$ cat src/rtl/xea_pkg.sv
`timescale 1ns/1ps
package xea_pkg;

   typedef struct packed {
      logic n;
      logic i;
      logic x;
      logic b;
      logic p;
      logic e;
   } xea_flags_t;

   typedef enum logic [2:0] {
      AM_LEGACY = 3'd0,
      AM_DIRECT = 3'd1,
      AM_BASE   = 3'd2,
      AM_PCREL  = 3'd3,
      AM_LONG   = 3'd4
   } xea_amode_e;

   typedef enum logic [1:0] {
      ST_IDLE = 2'd0,
      ST_WAIT = 2'd1,
      ST_FIN  = 2'd2
   } xea_state_e;

endpackage

$ cat src/rtl/xea_decode.sv
`timescale 1ns/1ps
module xea_decode
   import xea_pkg::*;
#(
   parameter int unsigned LONG_W = 20,
   parameter int unsigned LEN_W  = 3
) (
   input  logic [5:0]       flag_bits,
   output xea_flags_t       flags,
   output xea_amode_e       amode,
   output logic             is_imm,
   output logic             is_ind,
   output logic             bad,
   output logic [LEN_W-1:0] len
);
   localparam int unsigned SHORT_BYTES = (LONG_W + 4) / 8;
   localparam int unsigned LONG_BYTES  = (LONG_W + 12) / 8;

   logic sic_form;

   always_comb begin
      flags    = flag_bits;
      sic_form = ~flags.n & ~flags.i;
      is_imm   = ~flags.n &  flags.i;
      is_ind   =  flags.n & ~flags.i;
      if (sic_form)
         amode = AM_LEGACY;
      else if (flags.e)
         amode = AM_LONG;
      else if (flags.b)
         amode = AM_BASE;
      else if (flags.p)
         amode = AM_PCREL;
      else
         amode = AM_DIRECT;
      if (sic_form)
         bad = flags.e;
      else
         bad = (flags.b & flags.p) | (flags.e & (flags.b | flags.p)) |
               (flags.x & (is_imm | is_ind));
      len = (!sic_form && flags.e) ? LEN_W'(LONG_BYTES) : LEN_W'(SHORT_BYTES);
   end

endmodule

$ cat src/rtl/xea_agen.sv
`timescale 1ns/1ps
module xea_agen
   import xea_pkg::*;
#(
   parameter int unsigned ADDR_W = 20,
   parameter int unsigned WORD_W = 24,
   parameter int unsigned DISP_W = 12,
   parameter int unsigned LONG_W = 20
) (
   input  xea_amode_e        amode,
   input  logic              use_idx,
   input  logic [LONG_W+2:0] field,
   input  logic [WORD_W-1:0] base_val,
   input  logic [WORD_W-1:0] idx_val,
   input  logic [ADDR_W-1:0] pc_val,
   output logic [ADDR_W-1:0] ta
);
   localparam int unsigned LEG_W = DISP_W + 3;

   logic [DISP_W-1:0] disp;
   logic [LEG_W-1:0]  leg_addr;
   logic [ADDR_W-1:0] long_addr;
   logic [ADDR_W-1:0] disp_u;
   logic [ADDR_W-1:0] disp_s;
   logic [ADDR_W-1:0] raw;

   assign disp     = field[LONG_W-1 -: DISP_W];
   assign leg_addr = field[LONG_W+2 -: LEG_W];
   assign disp_u   = {{(ADDR_W-DISP_W){1'b0}}, disp};
   assign disp_s   = {{(ADDR_W-DISP_W){disp[DISP_W-1]}}, disp};

   generate
      if (LONG_W < ADDR_W) begin : g_long_ext
         assign long_addr = {{(ADDR_W-LONG_W){1'b0}}, field[LONG_W-1:0]};
      end else begin : g_long_full
         assign long_addr = field[LONG_W-1:0];
      end
   endgenerate

   always_comb begin
      unique case (amode)
         AM_BASE:   raw = base_val[ADDR_W-1:0] + disp_u;
         AM_PCREL:  raw = pc_val + disp_s;
         AM_LONG:   raw = long_addr;
         AM_LEGACY: raw = {{(ADDR_W-LEG_W){1'b0}}, leg_addr};
         default:   raw = disp_u;
      endcase
      ta = use_idx ? raw + idx_val[ADDR_W-1:0] : raw;
   end

endmodule

$ cat src/rtl/xea_unit.sv
`timescale 1ns/1ps
module xea_unit
   import xea_pkg::*;
#(
   parameter int unsigned ADDR_W  = 20,
   parameter int unsigned WORD_W  = 24,
   parameter int unsigned DISP_W  = 12,
   parameter int unsigned LONG_W  = 20,
   parameter int unsigned LEN_W   = 3,
   parameter int unsigned INSTR_W = LONG_W + 12
) (
   input  logic               clk,
   input  logic               rst_n,
   input  logic               start,
   input  logic [INSTR_W-1:0] instr,
   input  logic [WORD_W-1:0]  base_val,
   input  logic [WORD_W-1:0]  idx_val,
   input  logic [ADDR_W-1:0]  pc_val,
   output logic               mem_req,
   output logic [ADDR_W-1:0]  mem_addr,
   input  logic               mem_ack,
   input  logic [WORD_W-1:0]  mem_rdata,
   output logic               busy,
   output logic               done,
   output logic               err,
   output logic               imm,
   output logic [LEN_W-1:0]   ilen,
   output logic [ADDR_W-1:0]  ea
);
   generate
      if (WORD_W < ADDR_W || LONG_W > ADDR_W || DISP_W + 3 > LONG_W ||
          DISP_W + 3 > ADDR_W || INSTR_W != LONG_W + 12) begin : g_bad_cfg
         $error("xea_unit: inconsistent width parameters");
      end
   endgenerate

   xea_flags_t        flags;
   xea_amode_e        amode;
   logic              d_imm, d_ind, d_bad;
   logic [LEN_W-1:0]  d_len;
   logic [ADDR_W-1:0] ta;
   xea_state_e        state;
   logic              unused_bits;

   assign unused_bits = ^{instr[INSTR_W-1 -: 6], flags.n, flags.i, flags.b, flags.p, flags.e};

   xea_decode #(.LONG_W(LONG_W), .LEN_W(LEN_W)) u_dec (
      .flag_bits (instr[LONG_W+5:LONG_W]),
      .flags     (flags),
      .amode     (amode),
      .is_imm    (d_imm),
      .is_ind    (d_ind),
      .bad       (d_bad),
      .len       (d_len)
   );

   xea_agen #(.ADDR_W(ADDR_W), .WORD_W(WORD_W), .DISP_W(DISP_W), .LONG_W(LONG_W)) u_agen (
      .amode    (amode),
      .use_idx  (flags.x),
      .field    (instr[LONG_W+2:0]),
      .base_val (base_val),
      .idx_val  (idx_val),
      .pc_val   (pc_val),
      .ta       (ta)
   );

   assign busy = (state != ST_IDLE);

   always_ff @(posedge clk or negedge rst_n) begin
      if (!rst_n) begin
         state    <= ST_IDLE;
         mem_req  <= 1'b0;
         mem_addr <= '0;
         done     <= 1'b0;
         err      <= 1'b0;
         imm      <= 1'b0;
         ilen     <= '0;
         ea       <= '0;
      end else begin
         done <= 1'b0;
         unique case (state)
            ST_IDLE: begin
               if (start) begin
                  ilen <= d_len;
                  if (d_bad) begin
                     err  <= 1'b1;
                     imm  <= 1'b0;
                     ea   <= '0;
                     done <= 1'b1;
                  end else if (d_ind) begin
                     err      <= 1'b0;
                     imm      <= 1'b0;
                     mem_req  <= 1'b1;
                     mem_addr <= ta;
                     state    <= ST_WAIT;
                  end else begin
                     err  <= 1'b0;
                     imm  <= d_imm;
                     ea   <= ta;
                     done <= 1'b1;
                  end
               end
            end
            ST_WAIT: begin
               if (mem_ack) begin
                  ea      <= mem_rdata[ADDR_W-1:0];
                  mem_req <= 1'b0;
                  state   <= ST_FIN;
               end
            end
            default: begin
               done  <= 1'b1;
               state <= ST_IDLE;
            end
         endcase
      end
   end


   req_hold_chk: assert property (@(posedge clk) disable iff (!rst_n)
      mem_req && !mem_ack |=> mem_req && $stable(mem_addr));

   ack_done_chk: assert property (@(posedge clk) disable iff (!rst_n)
      mem_req && mem_ack |=> !done ##1 done);

   done_pulse_chk: assert property (@(posedge clk) disable iff (!rst_n)
      done |=> !done);

   bad_noreq_chk: assert property (@(posedge clk) disable iff (!rst_n)
      start && !busy && d_bad |=> done && err && !mem_req && ea == '0);

   quick_done_chk: assert property (@(posedge clk) disable iff (!rst_n)
      start && !busy && !d_ind |=> done && !busy);

   busy_nodone_chk: assert property (@(posedge clk) disable iff (!rst_n)
      mem_req |-> !done);

endmodule

$ cat config.mk
export PLATFORM = sky130hd
export DESIGN_NAME = xea_unit
export DESIGN_NICKNAME = d
export VERILOG_FILES = /design/src/rtl/xea_pkg.sv /design/src/rtl/xea_decode.sv /design/src/rtl/xea_agen.sv /design/src/rtl/xea_unit.sv
export SDC_FILE = /design/constraint.sdc
export NUM_CORES = 1
export LEC_CHECK = 0
export ABC_AREA = 1
export ABC_CLOCK_PERIOD_IN_PS = 1900
export CORE_MARGIN = 2
export CORE_UTILIZATION = 50
export DETAILED_ROUTE_END_ITERATION = 8
export PLACE_DENSITY_LB_ADDON = 0.2
export SLEW_MARGIN = 20
export SYNTH_ARGS = -nofsm -noshare
export SYNTH_HDL_FRONTEND = slang
export SYNTH_SLANG_ARGS = --single-unit
$ cat constraint.sdc
create_clock -name clk -period 1.9 [get_ports clk]
set_input_delay 0.285 -clock clk [delete_from_list [all_inputs] [get_ports clk]]
set_output_delay 0.285 -clock clk [all_outputs]
set_load 0.01 [all_outputs]
==> results.py, run 1 <==
metrics = {
    "placed_design": {
        "hpwlAfterDp_um": 19820,
        "dpl.cell_count": 1464,
        "io_buffer_count": 157,
        "gp_congestion": 1.027,
    },
    "synthesis": {
        "syn_avg_cell_area_um2": 6.259,
        "syn_area_um2": 6196,
        "syn_nets": 1174,
        "ys_top_cells_by_area": "dfrtp_1, nand2_1, ha_1, nand3_1, inv_1",
        "yosys_register_bits": 48,
        "synth_cell_types": 47,
        "synth_top_area_share": 0.1939,
        "syn_inst": 990,
        "yosys.area.top_type": "dfrtp_1",
        "seq_area_frac_synth": 0.1939,
        "yosys_warnings": 0,
    },
    "cts": {
        "ctsHtreeMaxLevel": 2,
        "cts_sinks": 48,
        "root_buffer": "clkbuf_16",
        "cts_inserted_buffers": 5,
        "cts_buffer_depth": 2,
    },
    "die": {
        "ioPinCount": 176,
        "die_h_um": 115.3,
        "fp-row-count": 40,
        "die-width_um": 115.3,
        "start_util": 0.5137,
    },
    "global_routing": {
        "grt_pass1_wl_um": 63900,
        "grt_max_degree": 27,
        "gr-total-overflow": 1,
        "groute.usage.overall": 0.6415,
        "first_global_vias": 11670,
    },
    "status": {
        "firstError": "[ERROR GRT-0116] Global routing finished with congestion. Check the congestion regions in the DRC Viewer.",
        "status": "stopped before the end",
        "lastStage": "5_1_grt",
    },
}
per-stage QoR:
step | hold WS, ns | setup slack [ns] | cell area [µm²] | util | setup TNS [ns]
after floorplan | -0.01059 | -0.9392 | 6511 | - | -27.25
after global placement | 0.2906 | -1.917 | 9462 | 0.7844 | -68.46
after CTS | 0.4550 | -1.110 | 11520 | 0.9553 | -34.36
after detailed placement | 0.2902 | -1.992 | 9462 | 0.7844 | -71.19
cell families after synthesis:
group | synth area share
and+or+nand+nor | 0.4132
AOI/OAI and AO/OA | 0.1585
buffers and inverters | 0.1022
adders and majority gates | 0.1167
DFF | 0.1939
xor gates and xnor gates | 0.01555
repair_timing:
action / 4_1_cts
endpoints found under the setup margin: 43
gates cloned: 1
hold buffers: 1
endpoints found under the hold margin: 20
resized for setup: 434
pin swaps: 180
setup buffers: 62
routing by layer:
metal	overflow	GRT usage
met5	0	0
met4	1	0.6281
met3	0	0.4454
met2	0	0.8803
met1	0	0.6250
synthesized netlist by cell type (all sizes together):
| master | n |
|---|---|
| xor2 | 7 |
| or2 | 8 |
| o211ai | 1 |
| o31ai | 1 |
| a22o | 2 |
| clkbuf | 3 |
| a21boi | 1 |
| o21ai | 44 |
| a221oi | 8 |
| a31oi | 4 |
| nor4 | 2 |
| nand4 | 25 |
| o21a | 3 |
| ha | 53 |
| fa | 3 |
| nand3b | 17 |
| and2 | 2 |
| nor2 | 97 |
| xnor2 | 4 |
| a21o | 4 |
| nand2 | 301 |
| inv | 120 |
| a21oi | 87 |
| dfrtp | 48 |
| o21bai | 9 |
| buf | 20 |
| nand3 | 110 |
| nor3 | 6 |
==> inputs of run 2 (changes only) <==
--- a/config.mk
+++ b/config.mk
@@ -8,9 +8,9 @@
 export ABC_AREA = 1
 export ABC_CLOCK_PERIOD_IN_PS = 1900
 export CORE_MARGIN = 2
-export CORE_UTILIZATION = 50
+export CORE_UTILIZATION = 35
 export DETAILED_ROUTE_END_ITERATION = 8
-export PLACE_DENSITY_LB_ADDON = 0.2
+export PLACE_DENSITY_LB_ADDON = 0.15
 export SLEW_MARGIN = 20
 export SYNTH_ARGS = -nofsm -noshare
 export SYNTH_HDL_FRONTEND = slang
==> run 2 against run 1 <==
  * Synthesized cell count is the same
  * The flow now finishes, with violations (setup timing)
  * Area after synthesis stayed put
==> results.py, run 2 <==
metrics = {
    "status": {
        "status": "finished, violations left",
        "violations": "setup timing",
    },
    "die": {
        "fp-row-count": 48,
        "die-width_um": 137.1,
        "die-area_um2": 18780,
        "ioPinCount": 176,
        "die_h_um": 137.1,
        "core_area_um2": 17300,
        "start_util": 0.3582,
    },
    "sta": {
        "finalCritPeriodShare": 1.663,
        "setup-tns-final_ns": -40.06,
        "relSlewSlack": 0.6158,
        "rsz0062_at_grt": "true",
        "min_period_ns": 3.159,
        "tightest_slew_ns": 0.5737,
        "drv_slew": 0,
        "finalSetupViolCount": 38,
        "finalHoldViolCount": 0,
        "skew_ns": 0.006017,
        "setup_ws_ns": -1.259,
        "max_freq_mhz": 316.6,
    },
    "power_and_ir_drop": {
        "powerDensity_nw_per_um2": 604.2,
        "leakage_nw": 5.608,
        "ir_drop_mv": 0.5241,
        "total_power_w": 0.007287,
    },
    "final_layout": {
        "num-nets-final": 1568,
        "diodes": 0,
        "stdcell_count": 1610,
        "final_cell_mix": "buf_4, nand2_1, clkdlybuf4s50_1, inv_1, nand2_2",
        "final_core_util": 0.6972,
        "final_area_um2": 12060,
        "drive_gt1_frac": 0.4895,
        "area_growth_syn_to_layout_pct": 94.63,
        "final_common_cell": "buf_4",
        "largest_registers": "ea (20), mem_addr (20)",
    },
    "drt": {
        "antenna_left": 0,
        "postRouteWirelength_um": 27620,
        "vias": 8453,
        "drc": 0,
        "dr.pass1.iters": 5,
        "drt-wirelength-per-cell_um": 17.15,
        "drt_iter0_drc": 460,
        "vias_per_cell": 5.250,
    },
    "global_routing": {
        "groute.usage.overall": 0.2803,
        "grt_busiest_layer": "met2",
        "grt_pass1_wl_um": 41420,
        "use_met2": 0.4765,
        "gr-total-overflow": 0,
        "grt_use_met3": 0.03074,
        "use_met1": 0.3705,
        "first_global_vias": 8150,
        "grt_max_degree": 28,
        "antenna_found_initial": 0,
    },
    "synthesis": {
        "yosysMostFrequentCell": "nand2_1",
        "yosys_register_bits": 48,
        "synthFlopType": "dfrtp_1",
        "yosys.area.top_type": "dfrtp_1",
        "synth_top_area_share": 0.1939,
        "syn_area_um2": 6196,
        "seq_area_frac_synth": 0.1939,
        "syn_nets": 1174,
        "yosys_warnings": 0,
        "synthArstFlopShare": 1.000,
        "synthTopCellsByCount": "nand2_1, inv_1, nand3_1",
        "synth-edff-count": 0,
        "ys_top_cells_by_area": "dfrtp_1, nand2_1, ha_1, nand3_1, inv_1",
        "synth_cell_types": 47,
        "syn_inst": 990,
        "syn_avg_cell_area_um2": 6.259,
    },
    "setup_path": {
        "cp-end-kind": "register",
        "start_kind": "input pin",
        "slowest_delay_ns": 0.38,
        "rrSetupSlack_ns": 0.31,
        "worst_r2r_endpoint": "ea[19]",
        "r2r_cells": 8,
        "critical_path_class": "in -> reg",
        "r2r-start": "state[0]",
        "crit_path_frequent_cell": "buf_6",
        "cp_cell_sequence": "buf_8 > ha_4 > fa_2 > nand2_2 > inv_4 > buf_4 > buf_6 > nor3_4 > a21oi_2 > o211ai_1 > ha_4 > a21oi_4 > o21ai_4 > a21oi_4 > buf_6 > buf_6 > xnor2_2 > nand2_1 > o21ai_2 > nand2_1 > a21oi_2",
        "cp_max_fo": 4,
        "cp.arrival_ns": 3.38,
        "crit_family": "compound AO/OA/AOI/OAI gates",
        "slowest_stage": "fa_2",
        "crit_buf_inv": 6,
        "cp.depth": 21,
        "worstPathRequired_ns": 2.12,
    },
    "worst_hold_path": {
        "whs_path_depth": 3,
        "min_from": "instr[24]",
        "min_to": "imm",
        "hp-class": "in -> reg",
    },
    "cts": {
        "path_clk_slew_ns": 0.07,
        "tritoncts": "done",
        "clk_latency_ns": 0.29,
        "root_buffer": "clkbuf_16",
        "ctsHtreeMaxLevel": 2,
        "cts_sinks": 48,
        "cts_inserted_buffers": 5,
        "cts_buffer_depth": 2,
    },
    "placed_design": {
        "dpl.cell_count": 1527,
        "gp_congestion": 0.9285,
        "dpl-instance-area_um2": 9578,
        "hpwlAfterDp_um": 19990,
        "io_buffer_count": 157,
    },
    "job": {
        "maxCapViolations": 0,
    },
}
-- run 2: area by class of cell --
type / instances / area [µm²]
multi-input cells: 799 / 6376
fillers: 1333 / 5238
repair buffers: 410 / 3562
flip-flops and latches: 48 / 1201
inverters: 120 / 485.5
well taps: 225 / 281.5
clock buffers: 6 / 138.9
clock inverters: 2 / 13.76
-- run 2: worst max-delay path by stage --
stage / slack, ns / to / start
floorplan: -0.94 / ea[19] / instr[8]
global placement: -2.01 / ea[19] / instr[8]
detailed placement: -2.09 / ea[19] / instr[8]
CTS: -1.05 / ea[19] / instr[8]
global route: -1.36 / ea[19] / instr[8]
finish: -1.26 / ea[7] / instr[8]
-- run 2: worst register-to-register path, stage by stage (launching register included) --
cell	delay (ns)
dfrtp_1	0.41
inv_1	0.07
nor2_2	0.10
inv_1	0.10
o21ai_1	0.22
o21ai_4	0.11
inv_2	0.30
nor2_1	0.11
a21oi_2	0.11
-- run 2: cells by family after synthesis --
logic type / share of synthesized area
and+or+nand+nor: 0.4132
AOI/OAI and AO/OA: 0.1585
buffers and inverters: 0.1022
adders and majority gates: 0.1167
DFF: 0.1939
xor gates and xnor gates: 0.01555
-- run 2: where the power goes --
part	switching, W	internal, W	total [W]
clock network	0.000393	0.000527	0.000920
logic	0.00245	0.00247	0.00493
registers	0.000149	0.00129	0.00144
total	0.00299	0.00429	0.00729
-- run 2: repair_timing --
action | CTS | global route
setup endpoints to repair | 43 | 40
hold buffers | 1 | 0
pin swaps | 166 | 124
setup buffers | 54 | 22
resized for setup | 430 | 142
hold endpoints to repair | 21 | 0
-- run 2: metal layers --
layer	share of wire	wire (µm)
met1	0.43	11760
met3	0.057	1574
met5	0	0
met2	0.48	13310
met4	0.035	971
-- run 2: per-stage QoR --
stage                     setup slack [ns]  hold WS, ns
after CTS                           -1.050       0.4519
after global routing                -1.359       0.4065
after detailed placement            -2.086       0.3000
after global placement              -2.012       0.2918
after floorplan                    -0.9392     -0.01059
final                               -1.259       0.3764
No activity file was read; power rests on OpenSTA's default activity.
